**config.mk**
```make
export PLATFORM = sky130hd
export DESIGN_NAME = dmem_access_ctrl
export DESIGN_NICKNAME = d
export VERILOG_FILES = /design/src/rtl/dmac_pkg.sv /design/src/rtl/dmac_dpram.sv /design/src/rtl/dmac_spram.sv /design/src/rtl/dmac_wbuf.sv /design/src/rtl/dmem_access_ctrl.sv
export SDC_FILE = /design/constraint.sdc
export NUM_CORES = 2
export LEC_CHECK = 0
export BUFFER_PORTS_ARGS = -buffer_cell sky130_fd_sc_hd__buf_2
export CORE_UTILIZATION = 53
export CTS_BUF_LIST = sky130_fd_sc_hd__clkbuf_8
export DETAILED_ROUTE_END_ITERATION = 8
export GPL_ROUTABILITY_DRIVEN = 0
export PLACE_DENSITY = 0.68
export SYNTH_ARGS = -nofsm -noshare
export SYNTH_HDL_FRONTEND = slang
export SYNTH_MEMORY_MAX_BITS = 65536
export SYNTH_SLANG_ARGS = --single-unit
```
**constraint.sdc**
```tcl
create_clock -name clk -period 4.67 [get_ports clk]
set_clock_uncertainty 0.05 [all_clocks]
set_input_delay 0.7005 -clock clk [delete_from_list [all_inputs] [get_ports clk]]
set_output_delay 0.7005 -clock clk [all_outputs]
set_load 0.02 [all_outputs]
```
**src/rtl/dmac_pkg.sv**
```systemverilog
package dmac_pkg;
  typedef enum logic {
    RGN_DUAL = 1'b0,
    RGN_SING = 1'b1
  } rgn_e;

  function automatic rgn_e rgn_of(input logic top_bit);
    return top_bit ? RGN_SING : RGN_DUAL;
  endfunction
endpackage

```
**src/rtl/dmac_dpram.sv**
```systemverilog
module dmac_dpram #(
  parameter int ADDR_W = 7,
  parameter int DATA_W = 16
) (
  input  logic              clk,
  input  logic              rd_en,
  input  logic [ADDR_W-1:0] rd_addr,
  output logic [DATA_W-1:0] rd_q,
  input  logic              wr_en,
  input  logic [ADDR_W-1:0] wr_addr,
  input  logic [DATA_W-1:0] wr_data
);
  localparam int WORDS = 1 << ADDR_W;

  logic [DATA_W-1:0] mem [WORDS];

  always_ff @(posedge clk) begin
    if (rd_en) rd_q <= mem[rd_addr];
  end

  always_ff @(posedge clk) begin
    if (wr_en) mem[wr_addr] <= wr_data;
  end
endmodule

```
**src/rtl/dmac_spram.sv**
```systemverilog
module dmac_spram #(
  parameter int ADDR_W = 7,
  parameter int DATA_W = 16
) (
  input  logic              clk,
  input  logic              en,
  input  logic              we,
  input  logic [ADDR_W-1:0] addr,
  input  logic [DATA_W-1:0] wdata,
  output logic [DATA_W-1:0] q
);
  localparam int WORDS = 1 << ADDR_W;

  logic [DATA_W-1:0] mem [WORDS];

  always_ff @(posedge clk) begin
    if (en) begin
      if (we) mem[addr] <= wdata;
      else    q <= mem[addr];
    end
  end
endmodule

```
**src/rtl/dmac_wbuf.sv**
```systemverilog
module dmac_wbuf #(
  parameter int ADDR_W = 8,
  parameter int DATA_W = 16,
  parameter int DEPTH  = 2
) (
  input  logic                          clk,
  input  logic                          rst,
  input  logic                          push,
  input  logic [ADDR_W-1:0]             push_addr,
  input  logic [DATA_W-1:0]             push_data,
  input  logic                          pop,
  output logic                          full,
  output logic                          empty,
  output logic [$clog2(DEPTH+1)-1:0]    occ,
  output logic [ADDR_W-1:0]             head_addr,
  output logic [DATA_W-1:0]             head_data,
  input  logic [ADDR_W-1:0]             look_addr,
  output logic                          hit,
  output logic [DATA_W-1:0]             hit_data
);
  localparam int CW = $clog2(DEPTH+1);

  logic [ADDR_W-1:0] addr_q [DEPTH];
  logic [DATA_W-1:0] data_q [DEPTH];
  logic [CW-1:0]     cnt_q;
  logic [CW-1:0]     wr_idx;
  logic [DEPTH-1:0]  match;

  assign full      = (cnt_q == CW'(DEPTH));
  assign empty     = (cnt_q == '0);
  assign occ       = cnt_q;
  assign head_addr = addr_q[0];
  assign head_data = data_q[0];
  assign wr_idx    = cnt_q - CW'(pop);

  always_ff @(posedge clk) begin
    if (rst) cnt_q <= '0;
    else     cnt_q <= cnt_q + CW'(push) - CW'(pop);
  end

  // Entry 0 is always the oldest; a pop shifts every entry down one place.
  for (genvar i = 0; i < DEPTH; i++) begin : g_ent
    if (i < DEPTH-1) begin : g_mid
      always_ff @(posedge clk) begin
        if (push && wr_idx == CW'(i)) begin
          addr_q[i] <= push_addr;
          data_q[i] <= push_data;
        end else if (pop) begin
          addr_q[i] <= addr_q[i+1];
          data_q[i] <= data_q[i+1];
        end
      end
    end else begin : g_last
      always_ff @(posedge clk) begin
        if (push && wr_idx == CW'(i)) begin
          addr_q[i] <= push_addr;
          data_q[i] <= push_data;
        end
      end
    end
    assign match[i] = (CW'(i) < cnt_q) && (addr_q[i] == look_addr);
  end

  // Newest matching entry wins.
  always_comb begin
    hit_data = '0;
    for (int i = 0; i < DEPTH; i++) begin
      if (match[i]) hit_data = data_q[i];
    end
  end
  assign hit = |match;


  no_overflow_chk: assert property (@(posedge clk) disable iff (rst)
    full |=> !(cnt_q > $past(cnt_q)));
endmodule

```
**src/rtl/dmem_access_ctrl.sv**
```systemverilog
module dmem_access_ctrl
  import dmac_pkg::*;
#(
  parameter int ADDR_W     = 8,
  parameter int DATA_W     = 16,
  parameter int WBUF_DEPTH = 2
) (
  input  logic              clk,
  input  logic              rst,
  input  logic              ag_valid,
  input  logic [ADDR_W-1:0] ag_addr,
  output logic              ag_ready,
  input  logic              mem_hold,
  output logic              rd_valid,
  output logic [DATA_W-1:0] rd_data,
  input  logic              wb_valid,
  input  logic [ADDR_W-1:0] wb_addr,
  input  logic [DATA_W-1:0] wb_data,
  output logic              wb_stall
);
  localparam int MEM_AW = ADDR_W - 1;
  localparam int CW     = $clog2(WBUF_DEPTH+1);

  rgn_e              rd_rgn, wr_rgn, sel_q;
  logic              accept, dp_re, sp_re, dp_we, sq_push, sq_pop;
  logic              sq_full, sq_empty, sq_hit;
  logic [CW-1:0]     sq_occ;
  logic [ADDR_W-1:0] sq_head_addr;
  logic [DATA_W-1:0] sq_head_data, sq_hit_data;
  logic              byp_now, fwd_now;
  logic [DATA_W-1:0] fwd_now_data;
  logic              mv_q, fwd_q;
  logic [DATA_W-1:0] fwd_d_q, dp_q, sp_q;
  logic              sp_en;
  logic [MEM_AW-1:0] sp_addr;

  assign rd_rgn   = rgn_of(ag_addr[ADDR_W-1]);
  assign wr_rgn   = rgn_of(wb_addr[ADDR_W-1]);
  assign ag_ready = !mem_hold;
  assign accept   = ag_valid && !mem_hold && !rst;
  assign dp_re    = accept && (rd_rgn == RGN_DUAL);
  assign sp_re    = accept && (rd_rgn == RGN_SING);
  assign dp_we    = wb_valid && !rst && (wr_rgn == RGN_DUAL);
  assign sq_push  = wb_valid && !rst && (wr_rgn == RGN_SING) && !sq_full;
  assign sq_pop   = !sq_empty && !sp_re && !rst;
  assign wb_stall = sq_full;

  // A write taken this cycle is younger than anything queued.
  assign byp_now      = (dp_we || sq_push) && (wb_addr == ag_addr);
  assign fwd_now      = byp_now || (sq_hit && rd_rgn == RGN_SING);
  assign fwd_now_data = byp_now ? wb_data : sq_hit_data;

  assign sp_en   = sp_re || sq_pop;
  assign sp_addr = sp_re ? ag_addr[MEM_AW-1:0] : sq_head_addr[MEM_AW-1:0];

  dmac_dpram #(.ADDR_W(MEM_AW), .DATA_W(DATA_W)) u_dpram (
    .clk     (clk),
    .rd_en   (dp_re),
    .rd_addr (ag_addr[MEM_AW-1:0]),
    .rd_q    (dp_q),
    .wr_en   (dp_we),
    .wr_addr (wb_addr[MEM_AW-1:0]),
    .wr_data (wb_data)
  );

  dmac_spram #(.ADDR_W(MEM_AW), .DATA_W(DATA_W)) u_spram (
    .clk   (clk),
    .en    (sp_en),
    .we    (sq_pop),
    .addr  (sp_addr),
    .wdata (sq_head_data),
    .q     (sp_q)
  );

  dmac_wbuf #(.ADDR_W(ADDR_W), .DATA_W(DATA_W), .DEPTH(WBUF_DEPTH)) u_wbuf (
    .clk       (clk),
    .rst       (rst),
    .push      (sq_push),
    .push_addr (wb_addr),
    .push_data (wb_data),
    .pop       (sq_pop),
    .full      (sq_full),
    .empty     (sq_empty),
    .occ       (sq_occ),
    .head_addr (sq_head_addr),
    .head_data (sq_head_data),
    .look_addr (ag_addr),
    .hit       (sq_hit),
    .hit_data  (sq_hit_data)
  );

  always_ff @(posedge clk) begin
    if (rst)           mv_q <= 1'b0;
    else if (!mem_hold) mv_q <= ag_valid;
  end

  always_ff @(posedge clk) begin
    if (rst) begin
      sel_q   <= RGN_DUAL;
      fwd_q   <= 1'b0;
      fwd_d_q <= '0;
    end else if (accept) begin
      sel_q   <= rd_rgn;
      fwd_q   <= fwd_now;
      fwd_d_q <= fwd_now_data;
    end
  end

  assign rd_valid = mv_q;
  assign rd_data  = fwd_q ? fwd_d_q : (sel_q == RGN_SING ? sp_q : dp_q);


  rd_follow_chk: assert property (@(posedge clk) disable iff (rst)
    (ag_valid && ag_ready) |=> rd_valid);


  no_drain_on_read_chk: assert property (@(posedge clk) disable iff (rst)
    (ag_valid && ag_ready && ag_addr[ADDR_W-1]) |=> (sq_occ >= $past(sq_occ)));


  hold_freeze_chk: assert property (@(posedge clk) disable iff (rst)
    (mem_hold && rd_valid) |=> (rd_valid && $stable(rd_data)));
endmodule

```
# After elaboration in Yosys (flattened, before gate mapping)
# Memory sizes are Yosys's and may differ from the RTL's. A register that Yosys moved wholly into a read port is not among the register bits.
# Cells that the tools add are included.
# op_classes
n_addsub,3
magnitude_cmp,2
eq_ne,5
mux,27
bitwise_logic,5
reduce_logical,30
# op_table
cell,n
two-way mux 16 bit,7
equality test 8 bit,3
two-way mux 1 bit,17
logical AND 1 bit,16
two-way mux 8 bit,2
OR reduction 16 bit,1
OR reduction 8 bit,1
two-way mux 7 bit,1
zero test 1 bit,5
zero test 2 bit,2
less-than comparator 1 x 2 -> 1 bit (first input constant),2
subtractor 2 x 1 -> 2 bit,2
logical OR 1 bit,3
NOT 1 bit,3
adder 2 x 1 -> 2 bit,1
equality test 2 x 1 -> 1 bit (second input constant),1
equality test 2 bit (second input constant),1
bitwise OR 1 bit,2
AND reduction 2 bit,1
OR reduction 2 bit,1
# totals
reg_bits,21
mem_bits_rw,4144
inputBits,37
output_inout_bits,19
n_memories,4
# mem_list
name,words,word_bits,read_ports,rd_ports_with_merged_regs,write_ports,line_no,rtl
u_dpram.mem,128,16,1,1,1,dmac_dpram.sv:15,logic [DATA_W-1:0] mem [WORDS];
u_spram.mem,128,16,1,1,1,dmac_spram.sv:14,logic [DATA_W-1:0] mem [WORDS];
u_wbuf.data_q,2,16,2,0,1,dmac_wbuf.sv:24,logic [DATA_W-1:0] data_q [DEPTH];
u_wbuf.addr_q,2,8,2,0,1,dmac_wbuf.sv:23,logic [ADDR_W-1:0] addr_q [DEPTH];

# Longest topological paths before layout
# depth
ltp_word,14
depth_mapped,16

# Hierarchy
# From an unflattened synthesis, not the netlist that was laid out.
# unflattened
cells_unflattened,8240
hier_area_um2,163573.1
# modules_own_cells
mod,n_inst,cells_each,area_each_um2,seq_area_each_um2
dmac_spram,1,4771,80624.8,61979.4
dmac_dpram,1,3086,78683.0,61979.4
dmac_wbuf,1,192,2728.9,1481.4
dmem_access_ctrl,1,191,1536.5,380.4

# Worst setup path before layout
# Ideal clock, no wire load.
# synth_path
path_kind,input -> register
start,input ag_valid
end,memory u_spram.mem[74][0] (enable)
arrival_ns,3.654
required_time_ns,4.211
slack_ns,0.557
cell_stages,11
path_buffers,6
path_cell_list,nor2b_1 > buf_6 > nand3b_4 > inv_4 > buf_6 > buf_2 > buf_2 > a31oi_1 > buf_2 > buf_1 > nor3_1
# synth_via
elab_chain_len,9
# synth_rtl
element,line_no,rtl
"start, declared",dmem_access_ctrl.sv:10,"input logic ag_valid,"
logical AND 1 bit (*) (2 in series),dmem_access_ctrl.sv:40,assign accept = ag_valid && !mem_hold && !rst;
logical AND 1 bit (*),dmem_access_ctrl.sv:42,assign sp_re = accept && (rd_rgn == RGN_SING);
zero test 1 bit,dmem_access_ctrl.sv:45,assign sq_pop = !sq_empty && !sp_re && !rst;
logical AND 1 bit (2 in series),dmem_access_ctrl.sv:45,
two-way mux 1 bit / logical OR 1 bit (equally long branches),"dmac_spram.sv:18, dmem_access_ctrl.sv:53",
two-way mux 1 bit,dmac_spram.sv:17,if (en) begin
two-way mux 1 bit (implied by the code),dmac_spram.sv:18,if (we) mem[addr] <= wdata;
"end, declared",dmac_spram.sv:14,
# Mark *: on every way between the ends. The rest lies on a longest branch, timed or not.

# Worst setup path in the final report
# layout_path
start,register sel_q
end,output rd_data[2]
# layout_via
elab_chain_len,2
# layout_rtl
element,line_no,rtl
"start, declared",dmem_access_ctrl.sv:24,"rgn_e rd_rgn, wr_rgn, sel_q;"
"start signal, assigned",dmem_access_ctrl.sv:103,sel_q <= rd_rgn;
two-way mux 16 bit (2 in series),dmem_access_ctrl.sv:110,assign rd_data = fwd_q ? fwd_d_q : (sel_q == RGN_SING ? sp_q : dp_q);
"end, declared",dmem_access_ctrl.sv:15,"output logic [DATA_W-1:0] rd_data,"
# No other way between the ends.

==> results.toml <==
[timing]
rsz0062_at_grt = "false"
post-route-period-util = 0.983
max_freq_mhz = 218
period_minus_slack_ns = 4.59
finalHoldViolations = 0
maxSlewHeadroom = 0.00573
worst_pin_slew_ns = 1.49
slew_violations = 0
tns_ns = 0
finalWorstSetupSlack_ns = 0.0792
final-setup-viol-count = 0

[worst_setup_path]
reg2regPathDepth = 9
slowest_stage = "o21ai_0"
critical_path_class = "reg2out"
r2r_start = "u_wbuf.addr_q[0][1]"
rr_endpoint = "u_spram.q[15]"
worstPathRequired_ns = 3.92
rrSetupSlack_ns = 0.49
crit_fanout = 17
crit_path_start_kind = "register"
worst-path-buf-inv = 1
crit_chain = "mux2i_1, o21ai_0, buf_2"
arrival_ns = 3.84
end_kind = "primary output"
max_stage_delay_ns = 1.05
cp_top_family = "compound AO/OA/AOI/OAI gates"

[layout]
instances_no_fill = 12700
finish.utilization = 0.607
nNetsFinal = 8353
syn_to_final_growth_pct = 13.7
drive_gt1_frac = 0.253

[floorplan]
boundaryPins = 56
fp.dieH_um = 546
dieArea_um2 = 299000
num_rows = 199
start_util = 0.534
fp.dieW_um = 546
fp.coreArea_um2 = 294000

[status]
status = "finished clean"

[logic_synthesis]
syn-instance-count = 7389
yosysMostFrequentCell = "edfxtp_1"
synth-xor-area-share = 0.00145
yosys.area_share.simple = 0.0145
netlist.area_leader.share = 0.798
yosysTopAreaCell = "edfxtp_1"
synth_seq_area_share = 0.801
synth-seq-cells = 4197
synth_adder_area_share = 0.000159
synth_enable_flop_cells = 4176
synth.cell_area_um2 = 157000
yosysWarnings = 0
synth_cell_types = 56
synth_ff_type = "edfxtp_1"
avgSynthCellArea_um2 = 21.3
synth_compound_area_frac = 0.0686
synth_top_family_by_area = "multiplexers"
synth_commonest_cells = "edfxtp_1, mux4_2, a22oi_1"
async_reset_ff_frac = 0
synth_area_leaders = "edfxtp_1, mux4_2, a22oi_1"
synthMuxAreaShare = 0.102
syn_nets = 7428

[global_routing]
grt_max_degree = 121
grt_pass1_wl_um = 584000
antenna_found_initial = 16
grt-ovfl-total = 0
track_usage = 0.272
grt_pass1_vias = 82200

[route]
routed_wl_um = 410000
initialDrtViolationCount = 11500
vias = 82500
detail_route.drc_violations = 0
routed_via_density = 6.48
antenna_left = 0
wl_per_cell_um = 32.2
detail_route.first_pass.iterations = 8

[clock_tree]
clock-sinks = 4197
insertion_delay_ns = 1.23
cts_tree = "yes"
cts_buffers = 650
cts_root_buffer = "clkbuf_8"
cts_max_level = 6
cts_setup_buffers = 0
clk_pin_slew_ns = 0.06
clock_path_buffers = 4

[placement]
hpwl_um = 245000
place_ws_ns = -0.653
io_buffers = 55
place_inst = 11600

[power]
power_density_nw_per_um2 = 474
clkPwrFrac = 0.331
vdd_drop_max_uv = 485
finalPower_uw = 84600
p_seq_frac = 0.519
p_comb_frac = 0.150
cellInternalPower_uw = 61200
p_sw_uw = 23400
switching_share = 0.277
p_leak_uw = 0.0562

[worst_hold_path]
hp-class = "in2reg"
hold_end = "u_dpram.mem[19][9]"
holdCritStartpoint = "wb_data[9]"
hold_depth = 1

[flow_run]
drv_cap = 0
==> timing repair <==
action,4_1_cts,5_1_grt
resized for setup,0,1
endpoints found under the setup margin,0,1
hold buffers,22,0
hold endpoints to repair,266,0
==> layout make-up <==
type | count | area [um2]
antenna | 8 | 20.0
clock buffer | 658 | 9060
clock inverter | 498 | 2680
fill | 20300 | 116000
inverter | 11 | 51.3
multi-input combinational | 2718 | 29600
sequential | 4197 | 126000
tap | 3919 | 4900
timing repair buffer | 736 | 6550
==> power groups by stage <==
stage / Combinational (uW) / Clock, uW / Sequential [uW]
2_1_floorplan: 5270 / 0 / 45500
3_3_place_gp: 12100 / 0 / 44600
3_5_place_dp: 12400 / 0 / 44600
4_1_cts: 12500 / 28400 / 43800
5_1_grt: 13100 / 29900 / 43900
6_report: 12700 / 28000 / 43900
==> cell families after synthesis <==
family,count (synthesis)
AO/OA/AOI/OAI,1411
XOR/XNOR,26
adder cells (fa/ha/maj),2
buffers and inverters,474
flip-flops,4197
multiplexers,757
AND/OR/NAND/NOR,522
==> layer usage <==
metal  share of wire  up-vias  track usage  wire length [um]
li1                -    33700            -                 -
met1            0.38    43000        0.377            156000
met2            0.47     5040        0.420            192000
met3            0.11      815       0.0608             43700
met4           0.044        2        0.112             18100
met5        0.000032        -            0                13
==> registers in the layout, indices dropped and copies added, names as in the netlist <==
name           flops
fwd_q              1
sel_q              1
u_wbuf.addr_q     16
u_dpram.mem     2048
u_spram.q         16
u_wbuf.data_q     32
rd_valid           1
u_spram.mem     2048
fwd_d_q           16
u_wbuf.occ         2
u_dpram.rd_q      16
==> worst register-to-register path, cell delays in order, from the launching register on <==
cell	delay (ns)
edfxtp_1	0.74
nor3b_1	0.16
mux2_8	0.41
buf_4	0.32
a221oi_1	0.42
a31oi_1	0.19
buf_4	0.19
nor4_1	1.09
buf_4	0.25
o2111ai_1	0.10
==> worst max path at each step <==
stage | startpoint | end | cells past startpoint
floorplan | ag_valid | u_spram.mem[74][0] | 11
global placement | mem_hold | u_spram.q[2] | 13
detailed placement | mem_hold | u_spram.q[2] | 13
CTS | mem_hold | u_spram.q[2] | 14
global route | mem_hold | u_spram.q[15] | 16
finish | sel_q | rd_data[2] | 3
==> placed cells by master, fill, tap and decap left out, types with 13 or more instances in the layout <==
| cell type | synthesis | final |
|---|---|---|
| edfxtp_1 | 4176 | 4176 |
| nand2_1 | 137 | 137 |
| a22o_1 | 244 | 244 |
| a21oi_1 | 34 | 34 |
| nand3_1 | 33 | 33 |
| xnor2_1 | 24 | 24 |
| nor4_1 | 15 | 14 |
| inv_1 | 9 | 232 |
| mux4_2 | 672 | 672 |
| nor2_1 | 256 | 256 |
| a221oi_1 | 242 | 242 |
| clkbuf_8 | 0 | 658 |
| mux2_2 | 24 | 24 |
| dlygate4sd3_1 | 0 | 22 |
| clkinv_1 | 1 | 152 |
| o41ai_1 | 45 | 44 |
| clkinv_2 | 0 | 60 |
| o21ai_0 | 46 | 45 |
| mux2i_1 | 56 | 53 |
| a31oi_1 | 250 | 247 |
| inv_12 | 0 | 19 |
| buf_2 | 110 | 36 |
| o2111ai_1 | 17 | 17 |
| and2_1 | 16 | 16 |
| dfxtp_1 | 21 | 21 |
| buf_4 | 0 | 591 |
| a22oi_1 | 500 | 500 |
| inv_8 | 0 | 13 |
| buf_12 | 0 | 83 |
| o22ai_1 | 16 | 16 |
==> stage by stage <==
stage	instance area, um2	hold slack (ns)
floorplan	157000	0.382
global placement	167000	0.393
detailed placement	167000	0.399
CTS	179000	0.00885
global route	179000	0.0421
finish	179000	0.0537
No activity file was read; power rests on OpenSTA's default activity.
